$ cat config.mk
export PLATFORM = sky130hd
export DESIGN_NAME = lp_sref_ctrl
export DESIGN_NICKNAME = d
export VERILOG_FILES = /design/src/rtl/lp_sref_pkg.sv /design/src/rtl/lp_sref_cdown.sv /design/src/rtl/lp_sref_fsm.sv /design/src/rtl/lp_sref_ctrl.sv
export SDC_FILE = /design/constraint.sdc
export NUM_CORES = 1
export LEC_CHECK = 0
export ABC_AREA = 1
export CORE_MARGIN = 8
export CORE_UTILIZATION = 30
export CTS_CLUSTER_SIZE = 12
export DETAILED_ROUTE_END_ITERATION = 8
export PLACE_DENSITY = 0.48
export REMOVE_ABC_BUFFERS = 1
export SYNTH_ARGS = -nofsm -noshare
export SYNTH_HDL_FRONTEND = slang
export SYNTH_HIERARCHICAL = 1
export SYNTH_SLANG_ARGS = --single-unit
$ cat constraint.sdc
create_clock -name clk -period 4.6 [get_ports clk]
set_input_delay 0.92 -clock clk [delete_from_list [all_inputs] [get_ports clk]]
set_output_delay 0.92 -clock clk [all_outputs]
set_load 0.02 [all_outputs]
$ cat src/rtl/lp_sref_pkg.sv
package lp_sref_pkg;
  typedef enum logic [2:0] {
    ST_NORMAL,
    ST_DRAIN,
    ST_PRECHG,
    ST_ENTER,
    ST_IN_SR,
    ST_EXIT_WAIT,
    ST_POST_EXIT
  } sref_state_e;
endpackage

$ cat src/rtl/lp_sref_cdown.sv
// Loadable down-counter; busy while nonzero.
module lp_sref_cdown #(
  parameter int W = 4
) (
  input  logic         clk,
  input  logic         rst_n,
  input  logic         load,
  input  logic [W-1:0] load_val,
  output logic         busy
);
  logic [W-1:0] cnt_q, cnt_d;

  always_comb begin
    cnt_d = cnt_q;
    if (load)
      cnt_d = load_val;
    else if (cnt_q != '0)
      cnt_d = cnt_q - W'(1);
  end

  always_ff @(posedge clk or negedge rst_n) begin
    if (!rst_n) cnt_q <= '0;
    else        cnt_q <= cnt_d;
  end

  assign busy = (cnt_q != '0);
endmodule

$ cat src/rtl/lp_sref_fsm.sv
module lp_sref_fsm
  import lp_sref_pkg::*;
#(
  parameter int BL_W = 4
) (
  input  logic            clk,
  input  logic            rst_n,
  input  logic            lp_en,
  input  logic            pd_sel,
  input  logic            acc_pend,
  input  logic [BL_W-1:0] backlog,
  input  logic            pre_done,
  input  logic            lock_busy,
  input  logic            nr_busy,
  input  logic            rd_busy,
  output logic            pre_all_req,
  output logic            sr_enter_req,
  output logic            sr_exit_req,
  output logic            sr_region
);
  sref_state_e st_q, st_d;
  logic lp_want, wake_trig, drained;

  assign lp_want   = lp_en & ~pd_sel;
  assign wake_trig = acc_pend | ~lp_en | pd_sel;
  assign drained   = ~acc_pend & (backlog == '0);

  always_comb begin
    st_d = st_q;
    unique case (st_q)
      ST_NORMAL:    if (lp_want) st_d = ST_DRAIN;
      ST_DRAIN: begin
        if (!lp_want)     st_d = ST_NORMAL;
        else if (drained) st_d = ST_PRECHG;
      end
      ST_PRECHG:    if (pre_done) st_d = ST_ENTER;
      ST_ENTER:     st_d = ST_IN_SR;
      ST_IN_SR: begin
        if (wake_trig) st_d = lock_busy ? ST_EXIT_WAIT : ST_POST_EXIT;
      end
      ST_EXIT_WAIT: if (!lock_busy) st_d = ST_POST_EXIT;
      ST_POST_EXIT: if (!nr_busy && !rd_busy) st_d = ST_NORMAL;
      default:      st_d = ST_NORMAL;
    endcase
  end

  always_ff @(posedge clk or negedge rst_n) begin
    if (!rst_n) st_q <= ST_NORMAL;
    else        st_q <= st_d;
  end

  assign pre_all_req  = (st_q == ST_PRECHG);
  assign sr_enter_req = (st_q == ST_ENTER);
  assign sr_region    = (st_q == ST_IN_SR) || (st_q == ST_EXIT_WAIT);
  assign sr_exit_req  = ((st_q == ST_IN_SR) && wake_trig && !lock_busy) ||
                        ((st_q == ST_EXIT_WAIT) && !lock_busy);
endmodule

$ cat src/rtl/lp_sref_ctrl.sv
module lp_sref_ctrl #(
  parameter int BL_W = 4,
  parameter int T_W  = 4
) (
  input  logic            clk,
  input  logic            rst_n,
  input  logic            lp_en,
  input  logic            pd_sel,
  input  logic            acc_pend,
  input  logic [BL_W-1:0] backlog,
  input  logic            pre_done,
  input  logic [T_W-1:0]  t_cke,
  input  logic [T_W-1:0]  t_sxnr,
  input  logic [T_W-1:0]  t_sxrd,
  output logic            pre_all_req,
  output logic            sr_enter_req,
  output logic            sr_exit_req,
  output logic            hold_nonrw,
  output logic            hold_rw
);
  localparam int LK_W   = T_W + 1;
  localparam int N_HOLD = 2;

  logic lock_busy, sr_region;
  logic [LK_W-1:0] lock_val;
  logic [T_W-1:0]  hold_val  [N_HOLD];
  logic            hold_busy [N_HOLD];

  // residency lockout: tCKE+1 full cycles after the entry command
  assign lock_val = {1'b0, t_cke} + LK_W'(1);

  lp_sref_fsm #(.BL_W(BL_W)) fsm_i (
    .clk          (clk),
    .rst_n        (rst_n),
    .lp_en        (lp_en),
    .pd_sel       (pd_sel),
    .acc_pend     (acc_pend),
    .backlog      (backlog),
    .pre_done     (pre_done),
    .lock_busy    (lock_busy),
    .nr_busy      (hold_busy[0]),
    .rd_busy      (hold_busy[1]),
    .pre_all_req  (pre_all_req),
    .sr_enter_req (sr_enter_req),
    .sr_exit_req  (sr_exit_req),
    .sr_region    (sr_region)
  );

  lp_sref_cdown #(.W(LK_W)) lock_i (
    .clk      (clk),
    .rst_n    (rst_n),
    .load     (sr_enter_req),
    .load_val (lock_val),
    .busy     (lock_busy)
  );

  assign hold_val[0] = t_sxnr;
  assign hold_val[1] = t_sxrd;

  for (genvar g = 0; g < N_HOLD; g++) begin : g_hold
    lp_sref_cdown #(.W(T_W)) hold_i (
      .clk      (clk),
      .rst_n    (rst_n),
      .load     (sr_exit_req),
      .load_val (hold_val[g]),
      .busy     (hold_busy[g])
    );
  end

  assign hold_nonrw = sr_region | hold_busy[0];
  assign hold_rw    = sr_region | hold_busy[1];
endmodule

==> flow_metrics.tcl <==
set metrics [dict create \
    status "finished clean" \
    hp-class "reg -> reg" \
    max-slew-margin-rel_pct 47.93 \
    die_w_um 81.67 \
    post_dp_cell_area_um2 1602 \
    final-max-slew-violation-count 0 \
    fin_util_pct 38.53 \
    rsz0062_at_grt "false" \
    top_usage_layer "met2" \
    ant_nets 0 \
    postCtsSetupBuffers 0 \
    cts_made_buffers 3 \
    fmax_mhz 291.9 \
    finish.instance_area_um2 1643 \
    cp_slowest_stage_delay_ns 0.66 \
    ir_drop_mv 0.1829 \
    synthesis.area_um2 1294 \
    finalNetCount 250 \
    min_period_ns 3.426 \
    synth_edf_count 0 \
    grt_max_degree 17 \
    ys_async_sr_fraction_pct 100.0 \
    vias 1189 \
    insertion_delay_ns 0.25 \
    io_pins 27 \
    die_h_um 81.67 \
    setup_viol 0 \
    max_cap_violations 0 \
    drc 0 \
    seq_area_frac_synth_pct 30.95 \
    startpoint_type "input port" \
    clockBufferDepth 2 \
    p_leak_nw 0.8239 \
    finalHoldViolCount 0 \
    cts_tree "built" \
    place.gp.congestion 0.8019 \
    synthCells 193 \
    yosysMostFrequentCell "nand2_1" \
    synth.top_cell.area_share_pct 30.95 \
    power_density_nw_per_um2 533.9 \
    cts_resized 0 \
    synth_ff_type "dfrtp_1" \
    cts-root-buf "clkbuf_8" \
    rows 24 \
    worstMarginPinSlew_ns 0.7786 \
    synth_common_cells "54 x nand2_1, 23 x inv_1, 20 x nor2_1" \
    fin_skew_ns 0.001940 \
    core-area_um2 4264 \
    yosys_register_bits 16 \
    cts_sinks 16 \
    met2_usage_pct 13.92 \
    clk_pin_slew_ns 0.06 \
    holdBufCountCts 0 \
    finalCritPeriodShare_pct 74.47 \
    grt-ovfl-total 0 \
    pre_cts_slack_ns 1.127 \
    setup_tns_ns 0 \
    start_util_pct 30.34 \
    critical_path_peak_fanout 3 \
    synthTopCellsByArea "dfrtp_1 31%, nand2_1 16%, inv_1 6.7%, ha_1 5.8%, nand3_1 5.8%" \
    viasPerCell 4.371 \
    wire_per_inst_um 10.51 \
    drtIter0Drc 19 \
    dp_hpwl_um 2261 \
    cp_slowest_cell "clkdlybuf4s50_1" \
    drive_gt1_share_pct 13.64 \
    syn_avg_cell_area_um2 6.703 \
    end_kind "primary output" \
    dr.pass1.iters 4 \
    portBuffers 26 \
    drt-total-wl_um 2858 \
    yosys.area.top_type "dfrtp_1" \
    n_antenna_cell 0 \
    fin_ws_ns 1.174 \
    cts_max_level 1 \
    antenna_found_initial 0 \
    path_cells "clkdlybuf4s50_1 -> inv_1 -> nand3_1 -> inv_1 -> a211oi_2 -> clkdlybuf4s50_1" \
    gr-usage-met1_pct 11.57 \
    gr-usage-all-layers_pct 8.923 \
    synth.yosys.warnings 6 \
    grt_pass1_vias 1114 \
    gr-usage-met3_pct 3.173 \
    ys_types 27 \
    die-area_um2 6670 \
    grt_pass1_wl_um 4788 \
    cp.arrival_ns 2.51 \
    syn_to_final_growth_pct 26.98 \
    path_class "in -> out" \
    critPathRequiredTime_ns 3.68 \
]
## worst paths after layout
check / start / endpoint / slack [ns] / cells after the start
max in group asynchronous: rst_n / lock_i/cnt_q[3] / 2.99 / 1
max: pd_sel / sr_exit_req / 1.17 / 6
min in group asynchronous: rst_n / g_hold[1].hold_i/cnt_q[0] / 1.12 / 1
min: lock_i/cnt_q[4] / lock_i/cnt_q[4] / 0.51 / 2
max reg2reg: lock_i/cnt_q[0] / g_hold[0].hold_i/cnt_q[3] / 2.62 / 9
min reg2reg: lock_i/cnt_q[4] / lock_i/cnt_q[4] / 0.51 / 2
## layout make-up
| type | instances | area (um2) |
|---|---|---|
| Timing Repair Buffer | 27 | 267.8 |
| Tap cell | 52 | 65.06 |
| Fill cell | 475 | 2621 |
| Multi-Input combinational cell | 145 | 754.5 |
| Inverter | 29 | 113.9 |
| Clock buffer | 3 | 41.29 |
| Sequential cell | 16 | 400.4 |
## per-layer routing
| metal | part of all wire (%) | routed length (um) |
|---|---|---|
| met5 | 0 | 0 |
| met1 | 50 | 1421 |
| met3 | 5.4 | 155 |
| met2 | 44 | 1268 |
| met4 | 0.42 | 12 |
## sequential cells by signal (all words and copies together) (netlist names)
signal	count
lock_i/cnt_q	5
g_hold.hold_i/cnt_q	8
fsm_i/st_q	3
## report_power, final
part,switching [mW],internal (mW)
Clock,0.0483,0.0580
Combinational,0.292,0.209
Sequential,0.0597,0.210
Total,0.400,0.477
## worst max-delay path: cells and delay by family
family | cells | cell delay [ns]
compound gates | 1 | 0.25
buf+inv | 4 | 1.23
simple gates | 1 | 0.10
## placed cells by master (no fill, tap or decap), types with 2 or more instances in the layout
| master | count |
|---|---|
| a21oi_1 | 6 |
| ha_1 | 6 |
| o21ai_0 | 7 |
| clkdlybuf4s50_1 | 26 |
| nand3_1 | 15 |
| inv_4 | 2 |
| o21ai_1 | 8 |
| inv_2 | 4 |
| nand2_1 | 54 |
| dfrtp_1 | 16 |
| nor2_1 | 20 |
| nand2_2 | 4 |
| inv_1 | 23 |
| or2_2 | 4 |
| clkbuf_8 | 3 |
| nand3_2 | 3 |
| nor2_2 | 5 |
| nand4_1 | 2 |
| or2_0 | 2 |
## stage by stage
stage / power [mW] / hold slack, ns / instances
detailed placement: 0.7759 / 0.4922 / 269
CTS: 0.8910 / 0.5074 / 272
global route: 0.9817 / 0.5559 / 272
global placement: 0.7811 / 0.4979 / 269
floorplan: 0.6506 / 0.4710 / 190
finish: 0.8771 / 0.5054 / 272
## kinds of logic (layout without fill, tap and decap cells)
family                   after synthesis  in the layout  share of synthesized area [%]
AO/OA/AOI/OAI                         25             25                          10.54
flip-flops                            16             16                          30.95
adder cells (fa/ha/maj)                6              6                          5.803
buffers and inverters                 32             59                          11.12
XOR/XNOR                               2              2                          1.354
AND/OR/NAND/NOR                      112            112                          40.23
Note: power is estimated with default switching activity, not from simulation.
